## src/rtl/alu8_pkg.sv

```systemverilog
package alu8_pkg;

    typedef enum logic [1:0] {
        OP_ADD   = 2'b00,
        OP_AND   = 2'b01,
        OP_SHL   = 2'b10,
        OP_HOLD  = 2'b11
    } alu_op_e;

    typedef struct packed {
        logic n;
        logic v;
        logic z;
        logic c;
    } alu_flags_t;

    localparam int NIBBLE_W = 4;

endpackage

```

## src/rtl/alu8_adder.sv

```systemverilog
module alu8_adder
    import alu8_pkg::*;
#(
    parameter int DATA_W = 8
) (
    input  logic [DATA_W-1:0] a_i,
    input  logic [DATA_W-1:0] b_i,
    input  logic              cin_i,
    input  logic              dec_i,
    output logic [DATA_W-1:0] sum_o,
    output logic              cout_o,
    output logic              ovf_o
);

    localparam int DIGITS = DATA_W / NIBBLE_W;

    logic [DIGITS:0]  dcarry;
    logic [DATA_W:0]  bin_sum;

    assign dcarry[0] = cin_i;

    // One digit stage per nibble; in binary mode the chain is a plain ripple.
    for (genvar g = 0; g < DIGITS; g++) begin : g_digit
        logic [NIBBLE_W+1:0] raw;
        logic [NIBBLE_W+1:0] fixed;
        logic                too_big;

        always_comb begin
            raw     = {2'b00, a_i[g*NIBBLE_W +: NIBBLE_W]}
                    + {2'b00, b_i[g*NIBBLE_W +: NIBBLE_W]}
                    + {{(NIBBLE_W+1){1'b0}}, dcarry[g]};
            too_big = (raw > 6'd9);
            if (dec_i && too_big) begin
                fixed = raw + 6'd6;
            end else begin
                fixed = raw;
            end
        end

        assign sum_o[g*NIBBLE_W +: NIBBLE_W] = fixed[NIBBLE_W-1:0];
        assign dcarry[g+1] = dec_i ? too_big : raw[NIBBLE_W];
    end

    assign cout_o = dcarry[DIGITS];

    // Overflow is always judged on the uncorrected binary sum.
    assign bin_sum = {1'b0, a_i} + {1'b0, b_i} + {{DATA_W{1'b0}}, cin_i};
    assign ovf_o   = ~(a_i[DATA_W-1] ^ b_i[DATA_W-1])
                   &  (a_i[DATA_W-1] ^ bin_sum[DATA_W-1]);

    // valid BCD operands must give valid BCD digits
    always_comb begin
        logic ok_in;
        logic ok_out;
        ok_in  = 1'b1;
        ok_out = 1'b1;
        for (int d = 0; d < DIGITS; d++) begin
            if (a_i[d*NIBBLE_W +: NIBBLE_W] > 4'd9) ok_in = 1'b0;
            if (b_i[d*NIBBLE_W +: NIBBLE_W] > 4'd9) ok_in = 1'b0;
            if (sum_o[d*NIBBLE_W +: NIBBLE_W] > 4'd9) ok_out = 1'b0;
        end
        if (dec_i === 1'b1 && ok_in === 1'b1) begin
            a_r3_bcd_digits: assert (ok_out !== 1'b0)
                else $error("decimal add produced a non-BCD digit");
        end
    end

endmodule

```

## src/rtl/alu8_logic.sv

```systemverilog
module alu8_logic #(
    parameter int DATA_W = 8
) (
    input  logic [DATA_W-1:0] a_i,
    input  logic [DATA_W-1:0] b_i,
    output logic [DATA_W-1:0] and_o,
    output logic [DATA_W-1:0] shl_o,
    output logic              shl_cout_o
);

    assign and_o      = a_i & b_i;
    assign shl_o      = {a_i[DATA_W-2:0], 1'b0};
    assign shl_cout_o = a_i[DATA_W-1];

endmodule

```

## src/rtl/alu8_core.sv

```systemverilog
module alu8_core
    import alu8_pkg::*;
#(
    parameter int DATA_W = 8
) (
    input  logic              clk,
    input  logic              rst,
    input  logic              en,
    input  logic [1:0]        op_sel,
    input  logic [DATA_W-1:0] acc_in,
    input  logic [DATA_W-1:0] mem_in,
    input  logic              carry_in,
    input  logic              dec_mode,
    output logic [DATA_W-1:0] acc_q,
    output logic              n_q,
    output logic              v_q,
    output logic              z_q,
    output logic              c_q
);

    alu_op_e           op;
    alu_flags_t        flg_q;
    alu_flags_t        flg_d;
    logic [DATA_W-1:0] acc_d;

    logic [DATA_W-1:0] add_sum;
    logic              add_c;
    logic              add_v;
    logic [DATA_W-1:0] and_res;
    logic [DATA_W-1:0] shl_res;
    logic              shl_c;

    assign op = alu_op_e'(op_sel);

    alu8_adder #(.DATA_W(DATA_W)) u_adder (
        .a_i    (acc_in),
        .b_i    (mem_in),
        .cin_i  (carry_in),
        .dec_i  (dec_mode),
        .sum_o  (add_sum),
        .cout_o (add_c),
        .ovf_o  (add_v)
    );

    alu8_logic #(.DATA_W(DATA_W)) u_logic (
        .a_i        (acc_in),
        .b_i        (mem_in),
        .and_o      (and_res),
        .shl_o      (shl_res),
        .shl_cout_o (shl_c)
    );

    // Next-state selection: each operation owns its own flag subset.
    always_comb begin
        acc_d = acc_q;
        flg_d = flg_q;
        unique case (op)
            OP_ADD: begin
                acc_d   = add_sum;
                flg_d.c = add_c;
                flg_d.v = add_v;
                flg_d.n = add_sum[DATA_W-1];
                flg_d.z = (add_sum == '0);
            end
            OP_AND: begin
                acc_d   = and_res;
                flg_d.n = and_res[DATA_W-1];
                flg_d.z = (and_res == '0);
            end
            OP_SHL: begin
                acc_d   = shl_res;
                flg_d.c = shl_c;
                flg_d.n = shl_res[DATA_W-1];
                flg_d.z = (shl_res == '0);
            end
            OP_HOLD: begin
                acc_d = acc_q;
                flg_d = flg_q;
            end
            default: begin
                acc_d = acc_q;
                flg_d = flg_q;
            end
        endcase
    end

    always_ff @(posedge clk) begin
        if (rst) begin
            acc_q <= '0;
            flg_q <= '0;
        end else if (en) begin
            acc_q <= acc_d;
            flg_q <= flg_d;
        end
    end

    assign n_q = flg_q.n;
    assign v_q = flg_q.v;
    assign z_q = flg_q.z;
    assign c_q = flg_q.c;


    a_r9_reset_clears: assert property (@(posedge clk)
        rst |=> (acc_q == '0) && (flg_q == '0));


    a_r8_idle_holds: assert property (@(posedge clk) disable iff (rst)
        !en |=> $stable(acc_q) && $stable(flg_q));


    a_r7_hold_code: assert property (@(posedge clk) disable iff (rst)
        (en && op_sel == 2'b11) |=> $stable(acc_q) && $stable(flg_q));


    a_r5_and_keeps_cv: assert property (@(posedge clk) disable iff (rst)
        (en && op_sel == 2'b01) |=> $stable(c_q) && $stable(v_q));


    a_r6_shift_carry: assert property (@(posedge clk) disable iff (rst)
        (en && op_sel == 2'b10) |=> (c_q == $past(acc_in[DATA_W-1]))
                                 && !acc_q[0] && $stable(v_q));


    a_r4_zero_tracks: assert property (@(posedge clk) disable iff (rst)
        (en && op_sel != 2'b11) |=> (z_q == (acc_q == '0))
                                 && (n_q == acc_q[DATA_W-1]));

endmodule

```

## config.mk

```make
export PLATFORM = sky130hd
export DESIGN_NAME = alu8_core
export DESIGN_NICKNAME = d
export VERILOG_FILES = /design/src/rtl/alu8_pkg.sv /design/src/rtl/alu8_adder.sv /design/src/rtl/alu8_logic.sv /design/src/rtl/alu8_core.sv
export SDC_FILE = /design/constraint.sdc
export NUM_CORES = 1
export LEC_CHECK = 0
export BUFFER_PORTS_ARGS = -buffer_cell sky130_fd_sc_hd__buf_2
export CAP_MARGIN = 20
export CORE_UTILIZATION = 55
export DETAILED_ROUTE_END_ITERATION = 7
export PLACE_DENSITY_LB_ADDON = 0.3
export SETUP_SLACK_MARGIN = 0.2
export SLEW_MARGIN = 20
export SYNTH_ARGS = -nofsm -noshare
export SYNTH_HDL_FRONTEND = slang
export SYNTH_SLANG_ARGS = --single-unit
```

## constraint.sdc

```tcl
create_clock -name clk -period 13 [get_ports clk]
set_input_delay 1.95 -clock clk [delete_from_list [all_inputs] [get_ports clk]]
set_output_delay 1.95 -clock clk [all_outputs]
set_load 0.01 [all_outputs]
```

======== Yosys cells after proc, flatten, opt, wreduce, memory -nomap -nowiden ========
Cells that the tools add are included.
word-level totals
  bits in latches ......................... 0
  output and inout bits ................... 12
  logic and storage cells ................. 42
  bits in writable memories ............... 0
  bits in registers ....................... 12
  input port bits ......................... 23
  memories ................................ 0
  bits in read-only memories .............. 0
cells by class
  equality and inequality tests ........... 3
  multipliers ............................. 0
  order comparisons ....................... 2
  mux-type cells .......................... 8
  bitwise operators ....................... 6
  reduce and logical (&&, ||, !) cells .... 10
  shift operators ......................... 0
  add/sub/neg operators ................... 8
  div/mod/pow operators ................... 0
operators with widths
  operator               number
  $logic_not A8 Y1       3
  $pmux W8 S3            1
  $add A5 B1 Y6          2
  $gt A6 B4 Y1 const B   2
  $add A4 B4 Y5          2
  $add A4 B3 Y4 const B  2
  $add A8 B1 Y8          1
  $add A8 B8 Y8          1
  $and A8 B8 Y8          1
  $mux W4                2
  $pmux W1 S3            2
  $reduce_and A2 Y1      3
  $eq A2 B2 Y1 const B   2
  $eq A2 B1 Y1 const B   1
  $logic_and A1 B1 Y1    2
  $logic_not A2 Y1       1
  $mux W1                2
  $not A1 Y1             2
  $pmux W1 S2            1
  $reduce_bool A2 Y1     1
  $xor A1 B1 Y1          2
  $and A1 B1 Y1          1

======== Depth between registers and ports, before layout ========
  word-level depth ........................ 10
  gate-level depth with buffers ........... 17
  mapped depth without buffers ............ 17

======== Hierarchy ========
A second synthesis with hierarchy kept.
second synthesis, totals
  cell total of the unflattened synthesis .. 190
  area total of the unflattened synthesis .. 1447.6 um^2
modules (own cells, without submodules)
  module      times used  area each (um^2)  seq. area each (um^2)  cells each
  alu8_core   1           693.2             220.2                  88
  alu8_adder  1           633.1             0.0                    84
  alu8_logic  1           121.4             0.0                    18

======== Worst setup path before layout ========
OpenSTA, ideal clock, no wires.
  kind .................................... input-to-reg
  from .................................... input port acc_in[0]
  to ...................................... register flg_q, in the netlist z_q
  cell stages on the path ................. 17
  setup time .............................. 0.061 ns
  path buffers ............................ 0
  arrival ................................. 5.527 ns
  path slack .............................. 7.412 ns
  required time ........................... 12.939 ns
  cells stage by stage .................... fa_1 > inv_1 > fa_1 > nor2b_1 > o21a_1 > nor2_1 > a21boi_0 > fa_1 > inv_1 > fa_1 > xor2_1 > inv_1 > ha_1 > a311o_1 > mux2_4 > a2111oi_4 > a32o_1
between the ends
  word-level cells in the longest chain between the ends .. 10
  elaborated cells between the ends (all ways) .. 17
  classes of those cells .................. 5 x add/sub; 2 x order compare; 4 x mux; 1 x bitwise; 5 x reduce/logical
RTL lines
  item                  RTL line          source
  start, declared       alu8_core.sv:10   input logic [DATA_W-1:0] acc_in,
  $add A4 B4 Y5         alu8_adder.sv:30  + {2'b00, b_i[g*NIBBLE_W +: NIBBLE_W]}
  $add A5 B1 Y6         alu8_adder.sv:31  + {{(NIBBLE_W+1){1'b0}}, dcarry[g]};
  $gt A6 B4 Y1          alu8_adder.sv:32  too_big = (raw > 6'd9);
  $mux W1               alu8_adder.sv:41  assign dcarry[g+1] = dec_i ? too_big : raw[NIBBLE_W];
  $add A5 B1 Y6         alu8_adder.sv:31
  $gt A6 B4 Y1          alu8_adder.sv:32
  $logic_and A1 B1 Y1   alu8_adder.sv:33  if (dec_i && too_big) begin
  $mux W4               alu8_adder.sv:33
  $logic_not A8 Y1      alu8_core.sv:63   flg_d.z = (add_sum == '0);
  $pmux W1 S3 *         alu8_core.sv:57   unique case (op)
  end signal, assigned  alu8_core.sv:93   flg_q <= flg_d;
  end, declared         alu8_core.sv:22   alu_flags_t flg_q;
Every way passes the cells marked *; elsewhere a longest branch is shown, timed or not.
A chain may end at the register's enable or synchronous reset.

======== Worst setup path in the final report ========
Same ends and word-level chain as after synthesis.

==> impl_metrics.py <==
metrics = {
    "layout": {
        "diodes": 0,
        "drive_gt1_frac": 0.219,
        "nNetsFinal": 251,
        "final-instance-count-excl-fill": 238,
        "utilization": 0.690,
        "nFillCells": 208,
        "area_growth_pct": 13.0,
        "design_area_mm2": 0.00159,
    },
    "power_and_ir_drop": {
        "seqPwrFrac": 0.280,
        "p_total_uw": 133,
        "p_int_uw": 77.9,
        "p_comb_frac": 0.544,
        "clockPowerShare": 0.176,
        "power_leakage_nw": 0.694,
        "p_sw_uw": 55.6,
        "powerDensity_mw_per_mm2": 84.2,
        "vdd_ir_drop_max_mv": 0.0577,
        "p_sw_frac": 0.416,
    },
    "detailed_routing": {
        "ant_nets": 0,
        "drt-pass1-iter-count": 5,
        "routed.top_layer": "met4",
        "drc": 0,
        "met1_length_mm": 1.61,
        "met2_length_mm": 1.73,
        "drtIter0Drc": 93,
        "viasPerCell": 6.45,
        "wl_per_cell_um": 15.6,
        "wl_met3_um": 300,
        "vias": 1535,
        "routed_wl_mm": 3.71,
    },
    "critical_path": {
        "crit_fanout": 6,
        "cp-endpoint": "z_q",
        "start_kind": "input pin",
        "reg2regPathDepth": 3,
        "crit_arrival_ns": 6.07,
        "ff2ff_setup_slack_ns": 12.18,
        "reg2reg_to": "z_q",
        "crit_start": "acc_in[0]",
        "r2r-start": "z_q",
        "required_ns": 13.22,
        "crit_type": "in -> reg",
        "crit_path_end_kind": "register",
    },
    "floorplan": {
        "die_area_mm2": 0.00276,
        "die_w_um": 52.5,
        "num_io_pins": 35,
        "start_util": 0.611,
        "die_y_um": 52.5,
        "fp-row-count": 17,
        "core-area_mm2": 0.00230,
    },
    "yosys": {
        "netlist_top_cells_count": "nand2_1 (17), a21oi_1 (16), ha_1 (13), inv_1 (13), nor2_1 (12)",
        "synth_top_area_frac": 0.157,
        "yosysMostFrequentCell": "nand2_1",
        "ys_seq_area_frac": 0.157,
        "syn_area_mm2": 0.00140,
        "synthCells": 182,
        "async_flop_share": 0,
        "synth.largest_area_cell": "dfxtp_1",
        "yosys_warnings": 0,
        "ys.flop_type": "dfxtp_1",
        "yosys.cell_types.count": 53,
        "syn_nets": 222,
        "synth-edff-count": 0,
        "synth-seq-cells": 11,
        "avgSynthCellArea_um2": 7.71,
        "synth_area_leaders": "dfxtp_1 (16%), ha_1 (12%), a21oi_1 (5.7%), fa_1 (5.7%), nand2_1 (4.5%)",
    },
    "cts": {
        "post_cts.repair.setup_buffers": 0,
        "clk_path_buf_depth": 2,
        "numCtsBuffers": 3,
        "path_clk_slew_ns": 0.07,
        "root_buffer": "clkbuf_4",
        "clk_latency_ns": 0.27,
        "clock-sinks": 11,
        "h-tree-depth": 1,
        "cts_hold_buf": 0,
        "cts_resized": 0,
        "cts_tree": "built",
    },
    "timing": {
        "tns_ns": 0,
        "drv_slew": 0,
        "timing.fmax_ghz": 0.171,
        "hold_viol": 0,
        "worst_slack_ns": 7.15,
        "tightest_slew_ns": 0.639,
        "rsz0062_at_grt": "no",
        "max_slew_margin": 0.574,
        "clock-skew-final_ns": 0,
        "finalCritPeriodShare": 0.450,
        "final-setup-viol-count": 0,
        "period_needed_ns": 5.85,
        "hold_slack_ns": 0.459,
    },
    "global_route": {
        "first_global_vias": 1348,
        "grt_use_total": 0.297,
        "antenna_found_initial": 0,
        "grt-ovfl-total": 0,
        "grt_pass1_wl_mm": 6.09,
        "grt_max_degree": 18,
    },
    "run_status": {
        "outcome": "finished, final reports clean",
    },
    "hold_path": {
        "holdCritPathClass": "reg -> reg",
    },
    "placement": {
        "port_buffers": 34,
        "dp_cells": 234,
        "placed_area_mm2": 0.00156,
        "place_ws_ns": 6.91,
        "gp_congestion": 0.867,
        "hpwl_mm": 3.02,
    },
    "flow_run": {
        "cap_violations": 0,
    },
}
registers in the layout, summed over array words and instances (netlist names):
signal and flops:
c_q 1, acc_q 8, v_q 1, z_q 1
final cells by class:
| type | instances | area (um^2) | area share |
|---|---|---|---|
| clock buffer | 4 | 26.3 | 0.0166 |
| inverter | 13 | 48.8 | 0.0308 |
| multi-input combinational | 148 | 1080 | 0.684 |
| sequential | 11 | 220 | 0.139 |
| tap | 28 | 35.0 | 0.0221 |
| timing repair buffer | 34 | 170 | 0.107 |
worst max-delay path: stages:
cell and delay (ns):
buf_2 0.13, fa_1 0.44, inv_1 0.08, fa_1 0.24
nor2b_1 0.09, o21a_1 0.18, nor2_1 0.26, a21boi_0 0.28
fa_1 0.23, inv_1 0.05, fa_1 0.45, xor2_1 0.24
inv_1 0.12, ha_1 0.24, a311o_1 0.28, mux2_4 0.28
a2111oi_4 0.33, a32o_1 0.21
placed cells by master (no fill, tap or decap), drive strengths merged, types with 2 or more instances in the layout:
| master | instances |
|---|---|
| nor4 | 3 |
| a21boi | 2 |
| nor3 | 6 |
| buf | 34 |
| fa | 4 |
| o211ai | 2 |
| inv | 13 |
| o22ai | 2 |
| a211oi | 2 |
| ha | 13 |
| clkbuf | 4 |
| o21ai | 8 |
| nor2 | 12 |
| nor4b | 2 |
| a31oi | 2 |
| nand3b | 2 |
| o41ai | 3 |
| a2111oi | 2 |
| o21a | 2 |
| nand2b | 3 |
| nand3 | 5 |
| a21oi | 16 |
| a21o | 2 |
| nor2b | 5 |
| xor2 | 2 |
| a22oi | 6 |
| dfxtp | 11 |
| nand2 | 17 |
| o311ai | 3 |
| o31ai | 2 |
how the worst min path moves through the flow:
stage,startpoint,to,slack [ns],cells past startpoint
floorplan,acc_q[3],acc_q[3],0.48,2
global route,acc_q[5],acc_q[5],0.49,2
global placement,acc_q[6],acc_q[6],0.44,2
detailed placement,acc_q[3],acc_q[3],0.45,2
finish,acc_q[3],acc_q[3],0.46,2
CTS,acc_q[3],acc_q[3],0.46,2
power by group through the flow:
stage / Clock (mW) / Combinational (mW) / Sequential [mW]
2_1_floorplan: 0 / 0.0517 / 0.0394
3_3_place_gp: 0 / 0.0684 / 0.0380
3_5_place_dp: 0 / 0.0712 / 0.0382
4_1_cts: 0.0244 / 0.0714 / 0.0374
5_1_grt: 0.0261 / 0.0800 / 0.0379
6_report: 0.0235 / 0.0726 / 0.0374
logic make-up (layout without fill, tap and decap cells):
| logic type | after synthesis | in the layout | share of synthesized area |
|---|---|---|---|
| AOI/OAI and AO/OA | 65 | 65 | 0.335 |
| xor gates and xnor gates | 3 | 3 | 0.0187 |
| adders and majority gates | 17 | 17 | 0.173 |
| buffers and inverters | 23 | 51 | 0.0696 |
| DFF | 11 | 11 | 0.157 |
| muxes | 1 | 1 | 0.0107 |
| and+or+nand+nor | 62 | 62 | 0.236 |
metal layers:
layer | up-vias | GRT usage
li1 | 741 | -
met1 | 694 | 0.392
met2 | 91 | 0.500
met3 | 9 | 0.0232
met4 | 0 | 0.105
met5 | - | 0
Note: power is estimated with default switching activity, not from simulation.
